File: config.mk
export PLATFORM = sky130hd
export DESIGN_NAME = mcls_classifier
export DESIGN_NICKNAME = d
export VERILOG_FILES = /design/src/rtl/mcls_pkg.sv /design/src/rtl/mcls_dm_tags.sv /design/src/rtl/mcls_fa_lru.sv /design/src/rtl/mcls_seen.sv /design/src/rtl/mcls_sat_cnt.sv /design/src/rtl/mcls_classifier.sv
export SDC_FILE = /design/constraint.sdc
export NUM_CORES = 1
export LEC_CHECK = 0
export ABC_AREA = 0
export BUFFER_PORTS_ARGS = -buffer_cell sky130_fd_sc_hd__buf_4
export CAP_MARGIN = 5
export CORE_AREA = 2 2 114 198
export DETAILED_ROUTE_END_ITERATION = 10
export DIE_AREA = 0 0 116 200
export GPL_ROUTABILITY_DRIVEN = 1
export PLACE_DENSITY_LB_ADDON = 0.25
export SKIP_CTS_REPAIR_TIMING = 1
export SYNTH_ARGS = -nofsm -noshare
export SYNTH_HDL_FRONTEND = slang
export SYNTH_SLANG_ARGS = --single-unit
File: constraint.sdc
create_clock -name clk -period 7.58 [get_ports clk]
set_input_delay 1.516 -clock clk [delete_from_list [all_inputs] [get_ports clk]]
set_output_delay 1.516 -clock clk [all_outputs]
set_load 0.02 [all_outputs]
File: src/rtl/mcls_pkg.sv
`timescale 1ns/1ps
package mcls_pkg;
  typedef enum logic [1:0] {
    CLS_HIT  = 2'b00,
    CLS_COMP = 2'b01,
    CLS_CAP  = 2'b10,
    CLS_CONF = 2'b11
  } miss_cls_e;

  localparam int unsigned NUM_CLS = 4;
endpackage

File: src/rtl/mcls_dm_tags.sv
`timescale 1ns/1ps
// Direct-mapped tag array of the observed cache: index = low address bits.
module mcls_dm_tags #(
  parameter int unsigned ADDR_W     = 6,
  parameter int unsigned NUM_BLOCKS = 4
) (
  input  logic              clk,
  input  logic              rst_n,
  input  logic              upd_en,
  input  logic [ADDR_W-1:0] addr,
  output logic              hit
);
  localparam int unsigned IDX_W = $clog2(NUM_BLOCKS);
  localparam int unsigned TAG_W = ADDR_W - IDX_W;

  logic [IDX_W-1:0]      idx;
  logic [TAG_W-1:0]      tag;
  logic [NUM_BLOCKS-1:0] line_v_q;
  logic [TAG_W-1:0]      line_t_q [NUM_BLOCKS];
  logic [NUM_BLOCKS-1:0] line_we;

  assign idx = addr[IDX_W-1:0];
  assign tag = addr[ADDR_W-1:IDX_W];

  always_comb begin
    hit = line_v_q[idx] && (line_t_q[idx] == tag);
  end

  for (genvar i = 0; i < NUM_BLOCKS; i++) begin : g_line
    assign line_we[i] = upd_en && (idx == IDX_W'(i));

    always_ff @(posedge clk or negedge rst_n) begin
      if (!rst_n) begin
        line_v_q[i] <= 1'b0;
        line_t_q[i] <= '0;
      end else if (line_we[i]) begin
        line_v_q[i] <= 1'b1;
        line_t_q[i] <= tag;
      end
    end
  end
endmodule

File: src/rtl/mcls_fa_lru.sv
`timescale 1ns/1ps
// Shadow fully-associative tag store with rank-based LRU (rank 0 = most recent).
module mcls_fa_lru #(
  parameter int unsigned ADDR_W     = 6,
  parameter int unsigned NUM_BLOCKS = 4
) (
  input  logic              clk,
  input  logic              rst_n,
  input  logic              upd_en,
  input  logic [ADDR_W-1:0] addr,
  output logic              hit
);
  localparam int unsigned RK_W = $clog2(NUM_BLOCKS);
  localparam logic [RK_W-1:0] RK_LAST = RK_W'(NUM_BLOCKS - 1);

  logic [NUM_BLOCKS-1:0] ent_v_q;
  logic [ADDR_W-1:0]     ent_a_q [NUM_BLOCKS];
  logic [RK_W-1:0]       ent_r_q [NUM_BLOCKS];
  logic [RK_W-1:0]       ent_r_d [NUM_BLOCKS];
  logic [NUM_BLOCKS-1:0] match;
  logic [NUM_BLOCKS-1:0] oldest;
  logic [NUM_BLOCKS-1:0] sel;
  logic [RK_W-1:0]       sel_rank;

  for (genvar i = 0; i < NUM_BLOCKS; i++) begin : g_cmp
    assign match[i]  = ent_v_q[i] && (ent_a_q[i] == addr);
    assign oldest[i] = (ent_r_q[i] == RK_LAST);
  end

  assign hit = |match;
  // Untouched (invalid) entries always sit at the tail of the ranking,
  // so the oldest rank names an invalid entry while one exists.
  assign sel = hit ? match : oldest;

  always_comb begin
    sel_rank = '0;
    for (int i = 0; i < NUM_BLOCKS; i++) begin
      if (sel[i]) sel_rank = sel_rank | ent_r_q[i];
    end
  end

  always_comb begin
    for (int i = 0; i < NUM_BLOCKS; i++) begin
      if (sel[i])                        ent_r_d[i] = '0;
      else if (ent_r_q[i] < sel_rank)    ent_r_d[i] = ent_r_q[i] + RK_W'(1);
      else                               ent_r_d[i] = ent_r_q[i];
    end
  end

  for (genvar i = 0; i < NUM_BLOCKS; i++) begin : g_ent
    always_ff @(posedge clk or negedge rst_n) begin
      if (!rst_n) begin
        ent_v_q[i] <= 1'b0;
        ent_a_q[i] <= '0;
        ent_r_q[i] <= RK_W'(i);
      end else if (upd_en) begin
        ent_r_q[i] <= ent_r_d[i];
        if (sel[i]) begin
          ent_v_q[i] <= 1'b1;
          ent_a_q[i] <= addr;
        end
      end
    end
  end
endmodule

File: src/rtl/mcls_seen.sv
`timescale 1ns/1ps
// One bit per block address; set on first reference, cleared only by reset.
module mcls_seen #(
  parameter int unsigned ADDR_W = 6
) (
  input  logic              clk,
  input  logic              rst_n,
  input  logic              upd_en,
  input  logic [ADDR_W-1:0] addr,
  output logic              was_seen
);
  localparam int unsigned SPACE = 1 << ADDR_W;

  logic [SPACE-1:0] seen_q;
  logic [SPACE-1:0] seen_d;

  assign was_seen = seen_q[addr];

  always_comb begin
    seen_d = seen_q;
    if (upd_en) seen_d[addr] = 1'b1;
  end

  always_ff @(posedge clk or negedge rst_n) begin
    if (!rst_n) seen_q <= '0;
    else        seen_q <= seen_d;
  end
endmodule

File: src/rtl/mcls_sat_cnt.sv
`timescale 1ns/1ps
module mcls_sat_cnt #(
  parameter int unsigned CNT_W = 32
) (
  input  logic             clk,
  input  logic             rst_n,
  input  logic             inc,
  output logic [CNT_W-1:0] value
);
  logic [CNT_W-1:0] cnt_q;
  logic [CNT_W-1:0] cnt_d;
  logic             at_max;

  assign at_max = &cnt_q;
  assign value  = cnt_q;

  always_comb begin
    cnt_d = cnt_q;
    if (inc && !at_max) cnt_d = cnt_q + CNT_W'(1);
  end

  always_ff @(posedge clk or negedge rst_n) begin
    if (!rst_n) cnt_q <= '0;
    else        cnt_q <= cnt_d;
  end
endmodule

File: src/rtl/mcls_classifier.sv
`timescale 1ns/1ps
module mcls_classifier #(
  parameter int unsigned ADDR_W     = 6,
  parameter int unsigned NUM_BLOCKS = 4,
  parameter int unsigned CNT_W      = 32
) (
  input  logic              clk,
  input  logic              rst_n,
  input  logic              req_valid,
  input  logic [ADDR_W-1:0] req_addr,
  output logic              res_valid,
  output logic [1:0]        res_class,
  output logic [CNT_W-1:0]  cnt_refs,
  output logic [CNT_W-1:0]  cnt_hit,
  output logic [CNT_W-1:0]  cnt_comp,
  output logic [CNT_W-1:0]  cnt_cap,
  output logic [CNT_W-1:0]  cnt_conf
);
  import mcls_pkg::*;

  logic      dm_hit;
  logic      fa_hit;
  logic      seen;
  miss_cls_e cls_d;
  logic      res_valid_q;
  miss_cls_e res_class_q;
  logic [NUM_CLS-1:0] cls_inc;
  logic [CNT_W-1:0]   cls_cnt [NUM_CLS];

  mcls_dm_tags #(.ADDR_W(ADDR_W), .NUM_BLOCKS(NUM_BLOCKS)) u_dm (
    .clk(clk), .rst_n(rst_n), .upd_en(req_valid), .addr(req_addr), .hit(dm_hit)
  );

  mcls_fa_lru #(.ADDR_W(ADDR_W), .NUM_BLOCKS(NUM_BLOCKS)) u_fa (
    .clk(clk), .rst_n(rst_n), .upd_en(req_valid), .addr(req_addr), .hit(fa_hit)
  );

  mcls_seen #(.ADDR_W(ADDR_W)) u_seen (
    .clk(clk), .rst_n(rst_n), .upd_en(req_valid), .addr(req_addr), .was_seen(seen)
  );

  // Classification from pre-update state.
  always_comb begin
    if (dm_hit)      cls_d = CLS_HIT;
    else if (!seen)  cls_d = CLS_COMP;
    else if (fa_hit) cls_d = CLS_CONF;
    else             cls_d = CLS_CAP;
  end

  always_ff @(posedge clk or negedge rst_n) begin
    if (!rst_n) begin
      res_valid_q <= 1'b0;
      res_class_q <= CLS_HIT;
    end else begin
      res_valid_q <= req_valid;
      if (req_valid) res_class_q <= cls_d;
    end
  end

  assign res_valid = res_valid_q;
  assign res_class = res_class_q;

  mcls_sat_cnt #(.CNT_W(CNT_W)) u_cnt_refs (
    .clk(clk), .rst_n(rst_n), .inc(req_valid), .value(cnt_refs)
  );

  for (genvar k = 0; k < NUM_CLS; k++) begin : g_cls_cnt
    assign cls_inc[k] = req_valid && (cls_d == miss_cls_e'(k));
    mcls_sat_cnt #(.CNT_W(CNT_W)) u_cnt (
      .clk(clk), .rst_n(rst_n), .inc(cls_inc[k]), .value(cls_cnt[k])
    );
  end

  assign cnt_hit  = cls_cnt[CLS_HIT];
  assign cnt_comp = cls_cnt[CLS_COMP];
  assign cnt_cap  = cls_cnt[CLS_CAP];
  assign cnt_conf = cls_cnt[CLS_CONF];
endmodule

==> results of run 1 <==
synthesized netlist by cell type (all sizes together) (4+ instances only):
cell / count / area, um2
buf: 28 / 181
and2: 15 / 93.8
inv: 14 / 52.6
and3: 46 / 288
nand2: 78 / 293
or3b: 4 / 35.0
clkbuf: 25 / 93.8
nor2: 43 / 161
nand3b: 5 / 37.5
mux2: 41 / 462
o21bai: 24 / 180
a22oi: 4 / 30.0
and3b: 4 / 35.0
nand3: 65 / 340
or2: 4 / 25.0
a21oi: 7 / 35.0
dfrtp: 279 / 6980
mux4: 19 / 428
nand4: 63 / 394
nor3: 27 / 135
xor2: 55 / 482
and4: 23 / 201
dfstp: 4 / 105
nor4: 9 / 71.3
ha: 13 / 163
nand2b: 14 / 87.6
a21o: 41 / 308
xnor2: 131 / 1150
o21a: 4 / 30.0
o21ai: 7 / 35.0
worst reg2reg max path, delay by kind of cell (launching register included):
kind | cells | cell delay (ns)
AOI/OAI and AO/OA | 4 | 2.05
DFF | 1 | 0.39
muxes | 2 | 0.90
worst min-delay path by stage:
stage,from,to,slack [ns],cells after the start
floorplan,u_dm.line_v_q[0],u_dm.line_v_q[0],0.41,2
global placement,u_seen.seen_q[8],u_seen.seen_q[8],0.43,1
detailed placement,u_seen.seen_q[35],u_seen.seen_q[35],0.44,1
CTS,u_seen.seen_q[35],u_seen.seen_q[35],0.45,1
global route,u_seen.seen_q[0],u_seen.seen_q[0],0.47,1
finish,u_seen.seen_q[35],u_seen.seen_q[35],0.45,1
layout make-up:
| class | count | area share |
|---|---|---|
| sequential | 283 | 0.451 |
| timing repair buffer | 174 | 0.0845 |
| multi-input combinational | 798 | 0.378 |
| inverter | 14 | 0.00335 |
| clock inverter | 10 | 0.0107 |
| tap | 292 | 0.0233 |
| clock buffer | 37 | 0.0486 |
power by group through the flow:
stage	combinational, uW	sequential [uW]	clock, uW
floorplan	651	2000	0
CTS	995	1960	1430
global placement	951	1970	0
global route	1090	1990	1490
detailed placement	987	1980	0
finish	989	1960	1420
stage by stage:
stage          setup slack (ns)  std cells
4_1_cts                    2.95       1608
3_5_place_dp               2.40       1561
2_1_floorplan              3.25       1148
6_report                   2.97       1608
3_3_place_gp               2.42       1561
5_1_grt                    2.72       1608
logic make-up (layout without fill, tap and decap cells):
| group | Yosys count | count (layout) | synth area share |
|---|---|---|---|
| DFF | 283 | 283 | 0.531 |
| and+or+nand+nor | 414 | 414 | 0.173 |
| xor gates and xnor gates | 186 | 186 | 0.122 |
| muxes | 63 | 63 | 0.0689 |
| buffers and inverters | 67 | 235 | 0.0245 |
| AOI/OAI and AO/OA | 122 | 122 | 0.0693 |
| adders and majority gates | 13 | 13 | 0.0122 |
sequential cells by signal, indices dropped and copies added (netlist names):
name and count:
u_seen.seen_q 64, res_class 2, u_fa.ent_a_q 24, u_cnt_refs.value 32
u_dm.line_v_q 4, u_fa.ent_r_q 8, g_cls_cnt.u_cnt.value 128, res_valid 1
u_dm.line_t_q 16, u_fa.ent_v_q 4
cells in the final DEF (no fill, tap or decap), types with 5 or more instances in the layout:
| cell | instances |
|---|---|
| dfrtp_1 | 279 |
| buf_4 | 172 |
| xnor2_1 | 131 |
| nand2_1 | 78 |
| nand4_1 | 63 |
| nand3_1 | 62 |
| xor2_1 | 55 |
| and3_1 | 46 |
| nor2_1 | 43 |
| a21o_1 | 41 |
| mux2_2 | 41 |
| nor3_1 | 27 |
| clkbuf_16 | 27 |
| o21bai_1 | 24 |
| and4_1 | 23 |
| mux4_2 | 19 |
| and2_1 | 15 |
| inv_1 | 14 |
| nand2b_1 | 14 |
| ha_1 | 13 |
| nor4_1 | 8 |
| o21ai_0 | 7 |
| a21oi_1 | 7 |
| nand3b_1 | 5 |
| clkbuf_1 | 5 |
| clkbuf_8 | 5 |
layer usage:
| layer | vias up | global-route usage |
|---|---|---|
| li1 | 4392 | - |
| met4 | 0 | 0.101 |
| met5 | - | 0 |
| met3 | 81 | 0.0278 |
| met2 | 237 | 0.479 |
| met1 | 4841 | 0.298 |
==> results.json, run 1 <==
{
  "status": "completed",
  "hold_viol_final": 0,
  "cp_slowest_cell": "o311a_1",
  "core-area_um2": 21500,
  "diodes": 0,
  "ys_seq_area_frac": 0.531,
  "p_int_uw": 3070,
  "register_area_um2": 7090,
  "setup-violations-final": 0,
  "multiInputGateArea_um2": 5940,
  "drc_errors": 0,
  "crit_type": "input pin to register",
  "top_layer": "met4",
  "die_w_um": 116,
  "num_vias": 9551,
  "arrival_ns": 5.02,
  "avgSynthCellArea_um2": 11.6,
  "clk_path_buf_depth": 3,
  "final_util": 0.730,
  "yosys_most_used_dff": "dfrtp_1",
  "worst-path-stages": 7,
  "synth.distinct_cells": 64,
  "power_uw": 4360,
  "route.met3.wl_um": 1040,
  "cp_max_fo": 34,
  "drt-initial-drc-count": 643,
  "end_kind": "register",
  "portBuffers": 171,
  "p_clk_frac": 0.324,
  "synth.ff_latch_count": 283,
  "critPathLaunch": "req_addr[0]",
  "postLayoutCellArea_um2": 15700,
  "gp_congestion": 0.794,
  "drv_cap": 0,
  "finalClockSkew_ns": 0.00960,
  "rsz0062_at_grt": "false",
  "root_buffer": "clkbuf_16",
  "max_stage_delay_ns": 0.97,
  "viasPerCell": 5.94,
  "drive_gt1_frac": 0.223,
  "fin_crit_ns": 4.61,
  "initial_core_util": 0.621,
  "grt_pass1_vias": 9915,
  "cpLargestDelayFamily": "compound AO/OA/AOI/OAI gates",
  "worstSetupEndpoint": "g_cls_cnt[1].u_cnt.value[1]",
  "std_cell_rows": 71,
  "dr_wl_met2_um": 16100,
  "r2r-start": "u_seen.seen_q[19]",
  "met1_length_um": 11400,
  "vdd.ir_drop.worst_mv": 0.217,
  "synth_edf_count": 0,
  "grtUsageTotal": 0.257,
  "fin_nets": 1319,
  "slew_viol_final": 0,
  "grt_pass1_wl_um": 48500,
  "antenna_found_initial": 0,
  "finalCritPeriodShare": 0.608,
  "drt_pass1_iterations": 5,
  "cts_sinks": 283,
  "drtAntennaViolNets": 0,
  "p_per_area_nw_per_um2": 278,
  "cts_tree": "done",
  "power_frac_comb": 0.227,
  "ys_async_sr_fraction": 1.00,
  "timing.rr.end": "g_cls_cnt[1].u_cnt.value[1]",
  "hold_ws_ns": 0.452,
  "crit_chain": "buf_4, mux4_2, a22o_1, a211o_1, a211oi_4, o311a_1, mux2_2",
  "io_pins": 172,
  "numCtsBuffers": 26,
  "netlist_area_um2": 13400,
  "grt_max_degree": 160,
  "dpl.hpwl_um": 20000,
  "startpoint_type": "input pin",
  "overflow": 0,
  "setup_tns_ns": 0,
  "min_path_type": "register to register",
  "routedWlPerCell_um": 18.4,
  "synthCells": 1148,
  "p_leak_uw": 0.00745,
  "fmax_mhz": 217,
  "cts_max_level": 1,
  "area_growth_pct": 17.6,
  "placement.cell_area_um2": 14800,
  "max_slew_margin": 0.167,
  "die_h_um": 200,
  "ff2ff_path_depth": 6,
  "die_area_um2": 23200,
  "clk_latency_ns": 0.53,
  "reg2reg_slack_ns": 4.13,
  "switchingPower_uw": 1290,
  "critPathBufInv": 1,
  "ys_warn_count": 0,
  "seqPwrFrac": 0.449,
  "wl_um": 29700,
  "fillers": 1552,
  "cp.required_ns": 7.99,
  "synth_nets": 1170,
  "switching_share": 0.296,
  "tightest_slew_ns": 1.24,
  "path_clk_slew_ns": 0.07
}
(Power assumes the default switching activity.)
==> run 2: changes to the inputs <==
--- a/config.mk
+++ b/config.mk
@@ -5,12 +5,12 @@
 export SDC_FILE = /design/constraint.sdc
 export NUM_CORES = 1
 export LEC_CHECK = 0
-export ABC_AREA = 0
+export ABC_AREA = 1
 export BUFFER_PORTS_ARGS = -buffer_cell sky130_fd_sc_hd__buf_4
 export CAP_MARGIN = 5
-export CORE_AREA = 2 2 114 198
+export CORE_AREA = 2 2 125 219
 export DETAILED_ROUTE_END_ITERATION = 10
-export DIE_AREA = 0 0 116 200
+export DIE_AREA = 0 0 127 221
 export GPL_ROUTABILITY_DRIVEN = 1
 export PLACE_DENSITY_LB_ADDON = 0.25
 export SKIP_CTS_REPAIR_TIMING = 1
==> constraint.sdc (replaced) <==
create_clock -name clk -period 4.35 [get_ports clk]
set_input_delay 0.87 -clock clk [delete_from_list [all_inputs] [get_ports clk]]
set_output_delay 0.87 -clock clk [all_outputs]
set_load 0.02 [all_outputs]
==> run 2 against run 1 <==
Effect of this change: via count grew 47%; area after synthesis grew 17%; synthesized cell count grew 72%; sequential power grew 63%; power grew 69%; clock-buffer cell count shrank 5; global-route usage grew 4.8 points; hold slack lost 0.10 ns; first-iteration DRC count grew 51%; setup slack lost 2.0 ns; sequential cell count is the same; largest cell class is now multi-input gates; highest routed layer unchanged.
==> results.json, run 2 <==
{
  "status": "completed",
  "end_kind": "register",
  "rsz0062_at_grt": "false",
  "synthCells": 1978,
  "drtAntennaViolNets": 0,
  "final_cell_mix": "nand2_1 (575), dfrtp_1 (279), inv_1 (230), buf_4 (182), nor2_1 (154)",
  "synth_edf_count": 0,
  "area_growth_pct": 16.5,
  "r2r-start": "u_fa.ent_a_q[11]",
  "synth_nets": 2000,
  "largest_register_ffs": 128,
  "die_area_um2": 28100,
  "cp.required_ns": 4.79,
  "num_vias": 14035,
  "hold_viol_final": 0,
  "final_util": 0.690,
  "startpoint_type": "input pin",
  "gp_congestion": 0.960,
  "final_common_cell": "nand2_1",
  "slew_viol_final": 0,
  "dpl.hpwl_um": 31400,
  "min_path_type": "input pin to asynchronous set/reset pin",
  "grt_pass1_vias": 13929,
  "p_leak_uw": 0.00875,
  "fin_nets": 2162,
  "setup-violations-final": 0,
  "postLayoutCellArea_um2": 18100,
  "synth.distinct_cells": 49,
  "fillers": 2186,
  "synth.top_cell.area_share": 0.448,
  "reg2reg_slack_ns": 1.49,
  "ys_async_sr_fraction": 1.00,
  "multiInputGateArea_um2": 7280,
  "ys_seq_area_frac": 0.455,
  "tightest_slew_ns": 0.868,
  "ys_top_cells_by_count": "nand2_1 (575), dfrtp_1 (279), inv_1 (230), nor2_1 (154), xor2_1 (120)",
  "fin_crit_ns": 3.33,
  "fmax_mhz": 300,
  "cts_sinks": 283,
  "routedWlPerCell_um": 17.4,
  "overflow": 0,
  "yosys_most_used_dff": "dfrtp_1",
  "placement.cell_area_um2": 17100,
  "core-area_um2": 26300,
  "power_uw": 7380,
  "vdd.ir_drop.worst_mv": 0.439,
  "synth_top_area_cell": "dfrtp_1",
  "p_per_area_nw_per_um2": 407,
  "arrival_ns": 3.77,
  "initial_core_util": 0.592,
  "die_w_um": 127,
  "grt_max_degree": 108,
  "ys_warn_count": 0,
  "setup_tns_ns": 0,
  "register_area_um2": 7090,
  "timing.rr.end": "u_fa.ent_r_q[6]",
  "clk_path_buf_depth": 3,
  "root_buffer": "clkbuf_16",
  "ff2ff_path_depth": 19,
  "die_h_um": 221,
  "avgSynthCellArea_um2": 7.87,
  "yosysMostFrequentCell": "nand2_1",
  "crit_type": "input pin to register",
  "path_clk_slew_ns": 0.07,
  "netlist_area_um2": 15600,
  "antenna_found_initial": 1,
  "cts_tree": "done",
  "clk_latency_ns": 0.56,
  "std_cell_rows": 79,
  "portBuffers": 171,
  "drv_cap": 0,
  "synthTopCellsByArea": "dfrtp_1 (45%), nand2_1 (14%), xor2_1 (6.7%)",
  "numCtsBuffers": 26,
  "finalCritPeriodShare": 0.766,
  "viasPerCell": 5.65,
  "drc_errors": 0,
  "grt_pass1_wl_um": 69600,
  "synth.ff_latch_count": 283,
  "wl_um": 43200,
  "finalClockSkew_ns": 0.0211,
  "grtUsageTotal": 0.305,
  "cp_max_fo": 21,
  "drt_pass1_iterations": 7,
  "drive_gt1_frac": 0.131,
  "cts_max_level": 1,
  "io_pins": 172,
  "max_slew_margin": 0.421,
  "drt-initial-drc-count": 971
}
[run 2: cell types whose count changed after synthesis, moves of 45 or more]
| cell | previous run | this run |
|---|---|---|
| and3_1 | 46 | 1 |
| xor2_1 | 55 | 120 |
| xnor2_1 | 131 | 34 |
| inv_1 | 14 | 230 |
| nor2_1 | 43 | 154 |
| o21ai_0 | 7 | 96 |
| nand2_1 | 78 | 575 |
| nor3_1 | 27 | 83 |
[run 2: layout make-up]
cell class / instances / area share
multi-input cells: 1402 / 0.401
flip-flops and latches: 283 / 0.390
repair buffers: 185 / 0.0783
inverters: 242 / 0.0506
clock buffers: 32 / 0.0405
well taps: 324 / 0.0223
clock inverters: 16 / 0.0167
diodes: 1 / 0.000138
[run 2: cells by family after synthesis]
family	share of synthesized area
AND/OR/NAND/NOR	0.289
buffers and inverters	0.0776
flip-flops	0.455
AO/OA/AOI/OAI	0.0809
XOR/XNOR	0.0866
adder cells (fa/ha/maj)	0.0104
[run 2: metal layers]
layer | vias to the layer above | track usage | wire (um)
met5 | - | 0 | 0
li1 | 6706 | - | -
met3 | 168 | 0.0302 | 1780
met2 | 506 | 0.558 | 23200
met1 | 6655 | 0.338 | 15700
met4 | 0 | 0.179 | 2530
[run 2: worst max-delay path, cell delays in order]
cell	delay, ns
buf_4	0.11
inv_1	0.50
o21ai_0	0.15
nor2_1	0.15
nand2_1	0.07
nor2_1	0.12
nor2_2	0.08
nand2_2	0.12
nand2_1	0.08
nand2_1	0.11
inv_2	0.05
nand2_1	0.05
nand2_1	0.04
a221oi_1	0.55
ha_1	0.36
nand2_1	0.10
nand2_1	0.08
nand3_1	0.09
nand2_1	0.06
[run 2: how the worst max path moves through the flow]
stage / start / endpoint / slack (ns) / cells after the start
6_report: req_addr[2] / u_fa.ent_r_q[6] / 1.02 / 19
3_5_place_dp: req_addr[2] / u_fa.ent_r_q[6] / 0.47 / 19
5_1_grt: req_addr[2] / u_fa.ent_r_q[6] / 0.72 / 19
2_1_floorplan: req_addr[2] / u_fa.ent_r_q[7] / 1.19 / 21
4_1_cts: req_addr[2] / u_fa.ent_r_q[6] / 1.03 / 19
3_3_place_gp: req_addr[2] / u_fa.ent_r_q[7] / 0.56 / 19
[run 2: through the flow]
step                      instances  hold WS, ns  setup slack, ns
after CTS                      2484        0.400             1.03
after detailed placement       2436        0.442            0.466
after floorplan                1978        0.422             1.19
after global placement         2436        0.433            0.562
final                          2485        0.349             1.02
after global routing           2485        0.412            0.724
[run 2: where the power goes]
part	switching, uW	internal [uW]	leakage, uW	total, uW
logic	944	492	0.00469	1440
clock network	1070	1690	0.000497	2750
registers	267	2920	0.00356	3190
total	2280	5100	0.00875	7380
==> run 3: changes to the inputs <==
==> constraint.sdc (replaced) <==
create_clock -name clk -period 3.1 [get_ports clk]
set_input_delay 0.62 -clock clk [delete_from_list [all_inputs] [get_ports clk]]
set_output_delay 0.62 -clock clk [all_outputs]
set_load 0.02 [all_outputs]
==> run 3 against run 2 <==
Effect of this change: power is 39% higher; combinational power is 42% higher; sequential power is 41% higher; cell area is 1.2% higher; sequential cell count stayed put; global-route usage is 0.17 points lower.
==> results.json, run 3 (synthesis gave the netlist of run 2 again) <==
{
  "vdd.ir_drop.worst_mv": 0.550,
  "cp.required_ns": 3.54,
  "antenna_found_initial": 1,
  "viasPerCell": 5.63,
  "dpl.hpwl_um": 32100,
  "numCtsBuffers": 28,
  "ff2ff_path_depth": 19,
  "status": "completed",
  "overflow": 0,
  "drive_gt1_frac": 0.138,
  "max_slew_margin": 0.473,
  "startpoint_type": "register",
  "clk_path_buf_depth": 3,
  "root_buffer": "clkbuf_16",
  "std_cell_rows": 79,
  "core-area_um2": 26300,
  "fin_nets": 2183,
  "drtAntennaViolNets": 0,
  "crit_type": "register to register",
  "finalClockSkew_ns": 0.0182,
  "grt_pass1_vias": 14002,
  "largest_register_ffs": 128,
  "setup-violations-final": 0,
  "p_per_area_nw_per_um2": 560,
  "hold_viol_final": 0,
  "die_h_um": 221,
  "final_cell_mix": "nand2_1 (575), dfrtp_1 (279), inv_1 (230), buf_4 (193), nor2_1 (154)",
  "rsz0062_at_grt": "false",
  "final_common_cell": "nand2_1",
  "portBuffers": 171,
  "grt_pass1_wl_um": 69400,
  "finalCritPeriodShare": 0.851,
  "area_growth_pct": 17.9,
  "path_clk_slew_ns": 0.07,
  "tightest_slew_ns": 0.783,
  "io_pins": 172,
  "initial_core_util": 0.592,
  "cts_sinks": 283,
  "fin_crit_ns": 2.64,
  "gp_congestion": 0.976,
  "wl_um": 42700,
  "die_w_um": 127,
  "p_leak_uw": 0.00889,
  "cts_tree": "done",
  "slew_viol_final": 0,
  "num_vias": 14110,
  "cts_max_level": 1,
  "drc_errors": 0,
  "cp_max_fo": 5,
  "min_path_type": "input pin to asynchronous set/reset pin",
  "arrival_ns": 3.08,
  "grtUsageTotal": 0.303,
  "drt_pass1_iterations": 6,
  "end_kind": "register",
  "routedWlPerCell_um": 17.0,
  "drv_cap": 0,
  "final_util": 0.699,
  "clk_latency_ns": 0.56,
  "setup_tns_ns": 0,
  "fmax_mhz": 379,
  "grt_max_degree": 82,
  "drt-initial-drc-count": 850,
  "die_area_um2": 28100
}
==> run 3: worst max-delay path: stages, from the launching register on <==
cell      delay, ns
dfrtp_1        0.38
inv_1          0.07
o21ai_0        0.12
nor2_1         0.22
nand2_1        0.07
nor2_1         0.13
nor2_2         0.08
nand2_2        0.12
nand2_1        0.09
nand2_1        0.14
inv_2          0.06
nand2_1        0.05
nand2_1        0.05
a221oi_1       0.23
buf_4          0.19
ha_1           0.22
nand2_1        0.11
nand2_1        0.08
nand3_1        0.07
nand2_1        0.07
==> run 3: metal layers <==
metal	part of all wire	global-route usage	vias up
met5	0	0	-
met2	0.54	0.565	484
met4	0.057	0.164	0
met3	0.040	0.0331	162
li1	-	-	6756
met1	0.36	0.332	6708
==> run 3: worst paths after layout <==
path / start / end / slack [ns]
max: u_fa.ent_a_q[11] / u_fa.ent_r_q[6] / 0.46
min: rst_n / g_cls_cnt[2].u_cnt.value[27] / 0.03
max reg2reg: u_fa.ent_a_q[11] / u_fa.ent_r_q[6] / 0.46
min reg2reg: u_fa.ent_v_q[1] / u_fa.ent_v_q[1] / 0.45
max in group asynchronous: rst_n / g_cls_cnt[1].u_cnt.value[17] / 2.14
min in group clk: req_valid / res_valid / 0.34
==> run 3: through the flow <==
step | cell area (um2) | total power, uW | setup slack (ns) | instances | hold WS, ns
floorplan | 15600 | 5800 | 0.188 | 1978 | 0.324
global placement | 17400 | 6530 | 0.197 | 2455 | 0.435
detailed placement | 17400 | 6600 | 0.0286 | 2455 | 0.439
CTS | 18400 | 10300 | 0.446 | 2506 | 0.0605
global route | 18400 | 10800 | 0.243 | 2507 | 0.0782
finish | 18400 | 10300 | 0.461 | 2507 | 0.0330
==> run 3: area by class of cell <==
cell class | instances | area, um2
sequential | 283 | 7090
timing repair buffer | 204 | 1660
clock inverter | 14 | 206
tap | 324 | 405
antenna | 1 | 2.50
fill | 2191 | 7930
multi-input combinational | 1402 | 7280
clock buffer | 37 | 806
inverter | 242 | 918
==> run 3: report_power, final <==
part	total (uW)	internal [uW]	switching, uW
Clock	3730	2240	1480
Sequential	4500	4100	399
Combinational	2050	735	1320
